===== config.mk =====
export PLATFORM = sky130hd
export DESIGN_NAME = urq_ctrl
export DESIGN_NICKNAME = d
export VERILOG_FILES = /design/src/rtl/urq_pkg.sv /design/src/rtl/urq_flag.sv /design/src/rtl/urq_evt_counter.sv /design/src/rtl/urq_ctrl.sv
export SDC_FILE = /design/constraint.sdc
export NUM_CORES = 1
export LEC_CHECK = 0
export BUFFER_PORTS_ARGS = -buffer_cell sky130_fd_sc_hd__buf_2
export CORE_ASPECT_RATIO = 1.4
export CORE_MARGIN = 5
export CORE_UTILIZATION = 24
export CTS_BUF_LIST = sky130_fd_sc_hd__clkbuf_8
export CTS_CLUSTER_SIZE = 28
export DETAILED_ROUTE_END_ITERATION = 8
export SYNTH_ARGS = -nofsm -noshare
export SYNTH_HDL_FRONTEND = slang
export SYNTH_SLANG_ARGS = --single-unit

===== constraint.sdc =====
create_clock -name clk -period 3.98 [get_ports clk]
set_clock_uncertainty 0.05 [all_clocks]
set_input_delay 0.597 -clock clk [delete_from_list [all_inputs] [get_ports clk]]
set_output_delay 0.597 -clock clk [all_outputs]
set_load 0.03 [all_outputs]

===== src/rtl/urq_pkg.sv =====
package urq_pkg;

    localparam int URQ_ADDR_W = 2;

    typedef enum logic [URQ_ADDR_W-1:0] {
        REG_CTRL = 2'd0,
        REG_STAT = 2'd1,
        REG_CNT  = 2'd2,
        REG_RSVD = 2'd3
    } urq_reg_e;

endpackage


===== src/rtl/urq_flag.sv =====
module urq_flag (
    input  logic clk,
    input  logic rst,
    input  logic evt_i,
    input  logic clr_i,
    output logic flag_o
);
    // Event has priority over a same-cycle clear.
    always_ff @(posedge clk) begin
        if (rst)        flag_o <= 1'b0;
        else if (evt_i) flag_o <= 1'b1;
        else if (clr_i) flag_o <= 1'b0;
    end
endmodule


===== src/rtl/urq_evt_counter.sv =====
module urq_evt_counter #(
    parameter int NUM_CH = 3,
    parameter int CNT_W  = 32
) (
    input  logic              clk,
    input  logic              rst,
    input  logic [NUM_CH-1:0] qual_i,
    output logic [CNT_W-1:0]  cnt_o
);
    logic [NUM_CH-1:0] qual_prev_q;
    logic [NUM_CH-1:0] rise;
    logic [CNT_W:0]    sum;

    assign rise = qual_i & ~qual_prev_q;

    always_comb begin
        sum = {1'b0, cnt_o};
        for (int i = 0; i < NUM_CH; i++) begin
            sum = sum + (CNT_W+1)'(rise[i]);
        end
    end

    always_ff @(posedge clk) begin
        if (rst) begin
            qual_prev_q <= '0;
            cnt_o       <= '0;
        end else begin
            qual_prev_q <= qual_i;
            cnt_o       <= sum[CNT_W] ? {CNT_W{1'b1}} : sum[CNT_W-1:0];
        end
    end
endmodule


===== src/rtl/urq_ctrl.sv =====
module urq_ctrl
    import urq_pkg::*;
#(
    parameter int NUM_CH = 3,
    parameter int CNT_W  = 32,
    parameter int DATA_W = 32
) (
    input  logic                  clk,
    input  logic                  rst,
    input  logic [NUM_CH-1:0]     ufl_evt_i,
    input  logic                  reg_we_i,
    input  logic [URQ_ADDR_W-1:0] reg_addr_i,
    input  logic [DATA_W-1:0]     reg_wdata_i,
    output logic [DATA_W-1:0]     reg_rdata_o,
    output logic                  irq_o
);
    localparam int CTRL_W = NUM_CH + 1;

    logic              glb_en_q;
    logic [NUM_CH-1:0] ch_en_q;
    logic [NUM_CH-1:0] status_q;
    logic [NUM_CH-1:0] clr_vec;
    logic [NUM_CH-1:0] qual;
    logic [CNT_W-1:0]  cnt_q;
    logic              wr_ctrl;
    logic              wr_stat;
    logic              unused_wdata;

    assign wr_ctrl      = reg_we_i && (urq_reg_e'(reg_addr_i) == REG_CTRL);
    assign wr_stat      = reg_we_i && (urq_reg_e'(reg_addr_i) == REG_STAT);
    assign clr_vec      = wr_stat ? reg_wdata_i[NUM_CH-1:0] : '0;
    assign qual         = status_q & ch_en_q;
    assign unused_wdata = ^reg_wdata_i[DATA_W-1:CTRL_W];

    always_ff @(posedge clk) begin
        if (rst) begin
            glb_en_q <= 1'b0;
            ch_en_q  <= '0;
        end else if (wr_ctrl) begin
            glb_en_q <= reg_wdata_i[0];
            ch_en_q  <= reg_wdata_i[NUM_CH:1];
        end
    end

    for (genvar c = 0; c < NUM_CH; c++) begin : g_flag
        urq_flag u_flag (
            .clk    (clk),
            .rst    (rst),
            .evt_i  (ufl_evt_i[c]),
            .clr_i  (clr_vec[c]),
            .flag_o (status_q[c])
        );
    end

    urq_evt_counter #(.NUM_CH(NUM_CH), .CNT_W(CNT_W)) u_cnt (
        .clk    (clk),
        .rst    (rst),
        .qual_i (qual),
        .cnt_o  (cnt_q)
    );

    always_ff @(posedge clk) begin
        if (rst) irq_o <= 1'b0;
        else     irq_o <= glb_en_q & (|qual);
    end

    always_comb begin
        reg_rdata_o = '0;
        case (urq_reg_e'(reg_addr_i))
            REG_CTRL: reg_rdata_o[CTRL_W-1:0] = {ch_en_q, glb_en_q};
            REG_STAT: reg_rdata_o[NUM_CH-1:0] = status_q;
            REG_CNT:  reg_rdata_o[CNT_W-1:0]  = cnt_q;
            default:  reg_rdata_o = '0;
        endcase
    end
endmodule


==> summary by stage <==
Outcome
The flow ran to the end, and the final reports show no timing, DRC or antenna violations.

Worst setup path
The worst endpoint required time is between 4 and 5 ns. The worst reg2reg path startpoint is ch_en_q[0]. Along the worst path, the maximum fanout reaches 22.

By startpoint and endpoint, the worst setup path is classified as reg2reg. The worst setup path is launched from a flip-flop. The critical path capture point type is a flip-flop. The startpoint of the most critical setup path is ch_en_q[0]. The setup slack of the most critical reg-to-reg path is between 0.8 and 0.9 ns. STA puts the critical path data arrival time at between 3 and 4 ns.

Logic synthesis
Counting flops and latches in the post-synthesis netlist gives 43. The total of warnings raised by yosys is 0. In this run the cell area of the synthesized design comes to ~2400 sq um. The share of the synthesized area in the top cell type is 0.364.

The share of flip-flops with an asynchronous set or reset is 0. The most common cell in the netlist is sky130_fd_sc_hd__dfxtp_1. In this run, distinct cell masters in the synthesized netlist total 41.

The dominant cell type by area after synthesis is sky130_fd_sc_hd__dfxtp_1. The number of enable flip-flop cells after synthesis is 0. Each instance of the synthesized netlist takes up on average roughly 8.2 sq um.

The instance count of the mapped netlist is 287. The post-synth net total is roughly 330. The sequential fraction of the synthesis area is 0.364.

Sorting the synthesized cells by area gives the leading types as sky130_fd_sc_hd__dfxtp_1, sky130_fd_sc_hd__and2_1, sky130_fd_sc_hd__a21oi_1. After synthesis, the most frequently instantiated cells are sky130_fd_sc_hd__dfxtp_1, sky130_fd_sc_hd__and2_1, sky130_fd_sc_hd__nor2_1. For this run, the leading register cell type out of synthesis is sky130_fd_sc_hd__dfxtp_1.

Cells and area
In the final design database the tool counted about 370 nets. 0 antenna diodes ended up in the layout. Of the cells placed in the final design, the portion with a size suffix greater than 1 is 0.176. Once layout is done, the placed cells without fillers occupy 2800 sq um. The signed area change from the synthesized netlist to the final layout is 18.2%. The core occupancy in the finished layout is 0.286.

Counting the fill cells in the layout gives 1091.

Floorplan
Measured along the x axis, the die boundary spans approximately 94 um. The row count is 43. The die covers 12000 sq um. The number of I/O pins is 73. The region available for standard cell placement spans around 9800 sq um. The floorplan step set the die height to 127 um. For this configuration, the core starts out at a cell density of 0.242.

Drt
The per-cell via count in the routed design is 4.82. After detailed routing, the number of remaining DRC violations is 0. The residual antenna-violating net count after detailed routing is 0.

The average wire length per cell after detail routing is between 10 and 15 um. The sum of met3 wire segment lengths after detailed routing is about 250 um. The first TritonRoute pass finished after 5 iterations. The sum of met2 wire segment lengths after detailed routing is about 3100 um. In this run the top signal layer used is met4. The detailed router placed approximately 2200 vias in this run. After the first detailed-routing iteration, the DRC count stood at 97. The wire length on met1 is approximately 2500 um. The post-detailed-routing wire length is 6030 um.

Timing
Adding up every negative setup slack in the final design gives 0 ns. The worst pin sits at a relative slew slack of 0.359. Setup violations remaining at the end of the flow were counted as 0. The hold violation count in the final report was 0. The actual transition at the worst max-transition pin is between 0.9 and 1 ns. Hold is met by between 0.4 and 0.5 ns.

The final period demand of the worst path is approximately 3.1 ns. The fmax is 320 MHz. Of the available clock period, the critical path in the final layout requires 0.785. Setup repair after global routing left no endpoint under its margin.

The number of max-slew violations in the final report came to 0.

Clocking
After clock tree synthesis, the clock-pin slew on the worst setup and hold paths is approximately 0.08 ns. For this design, the sink count on the clock tree is 43. The later pin in the worst-skew pair is clocked with a latency of around 0.30 ns. The root buffer cell is sky130_fd_sc_hd__clkbuf_8. The number of post-CTS setup repair buffers is 0. TritonCTS built the clock tree.

The clock passes through at most 2 buffers. Gates resized during post-CTS repair numbered 0. Buffers inserted to repair hold after CTS numbered 0. The CTS H-tree depth is 2. The total clock buffers created by CTS is 5.

Global route
The pin count of the biggest net entering global routing is a little under 50. The via count of the first global-routing pass is between 2000 and 2500. The first global-routing pass estimated 10000 um of wire. The all-layer global routing usage is 0.103. The number of antenna violations at the first check in global routing is 0. The remaining global-route overflow is 0.

Placed design
At the end of routability-driven placement, the weighted congestion stood at slightly above 0.8. The placed instances occupy a cell area of around 2700 sq um. Port buffering added 44 buffers. The HPWL after detailed placement is between 4000 and 5000 um.

Power and ir drop
The static leakage power is around 0.0010 uW. The cell area power density is ~290 nW/um^2. The overall power after layout is about 800 uW. The maximum ir drop on the vdd rail is around 0.000089 V.

Flow run
The number of maximum-capacitance constraint violations is 0.

Hold path
The worst hold path begins at glb_en_q. The worst hold path class is reg2reg.
-- final cells by class --
class	instances	area, sq um	area share
Multi-Input combinational cell	220	1400	0.500
Tap cell	135	169	0.0604
Timing Repair Buffer	45	228	0.0814
Sequential cell	43	861	0.308
Inverter	9	33.8	0.0121
Clock inverter	2	37.5	0.0134
Clock buffer	5	68.8	0.0246
-- logic make-up after synthesis --
kind of cell	count (synthesis)	share of synthesized area
fa+ha+maj	4	0.0275
mux	7	0.0296
compound gates	57	0.153
buf+inv	24	0.0455
xor+xnor	11	0.0407
simple gates	141	0.340
flops	43	0.364
-- cells in the final DEF, fill, tap and decap left out, drive strengths merged, types with 8 or more instances in the layout --
cell type,instances
dfxtp,43
nand4,15
and4,8
buf,45
nand3,13
a21oi,20
a31oi,11
and2,31
nor2,24
nand2,18
inv,9
-- sequential cells by signal (all words and copies together), names as in the netlist --
name / flops
u_cnt.cnt_o: 32
irq_o: 1
glb_en_q: 1
g_flag.u_flag.flag_o: 3
u_cnt.qual_prev_q: 3
ch_en_q: 3
-- path summary, 6_finish.rpt --
kind	end	depth (start not counted)
worst max-delay path	u_cnt.cnt_o[20]	10
worst min-delay path	irq_o	2
worst max register to register	u_cnt.cnt_o[20]	10
worst min register to register	irq_o	2
-- metal layers --
metal	global-route usage	up-vias
li1	-	1133
met1	0.114	1041
met2	0.184	30
met3	0.0247	8
met4	0.0442	0
met5	0	-
-- worst max-delay path: stages, from the launching register on --
cell and delay, ns:
sky130_fd_sc_hd__dfxtp_1 0.33, sky130_fd_sc_hd__nand2_1 0.11, sky130_fd_sc_hd__nor2_1 0.07, sky130_fd_sc_hd__fa_1 0.51, sky130_fd_sc_hd__ha_1 0.19, sky130_fd_sc_hd__fa_1 0.26
sky130_fd_sc_hd__and4_1 0.37, sky130_fd_sc_hd__nand3_1 0.22, sky130_fd_sc_hd__or4_1 0.51, sky130_fd_sc_hd__buf_4 0.25, sky130_fd_sc_hd__a31oi_1 0.16
-- stage by stage --
step | setup WS [ns] | cells
after global routing | 0.623 | 459
after global placement | 0.946 | 452
after detailed placement | 0.896 | 452
after CTS | 0.855 | 459
final | 0.854 | 459
after floorplan | 1.13 | 287
-- power breakdown --
| part | switching [uW] | leakage, uW | total [uW] | internal (uW) |
|---|---|---|---|---|
| clock network | 150 | 0.0000502 | 334 | 183 |
| logic | 25.0 | 0.000651 | 38.0 | 13.0 |
| registers | 3.14 | 0.000348 | 437 | 434 |
| total | 179 | 0.00105 | 809 | 631 |
Note: power is estimated with default switching activity, not from simulation.
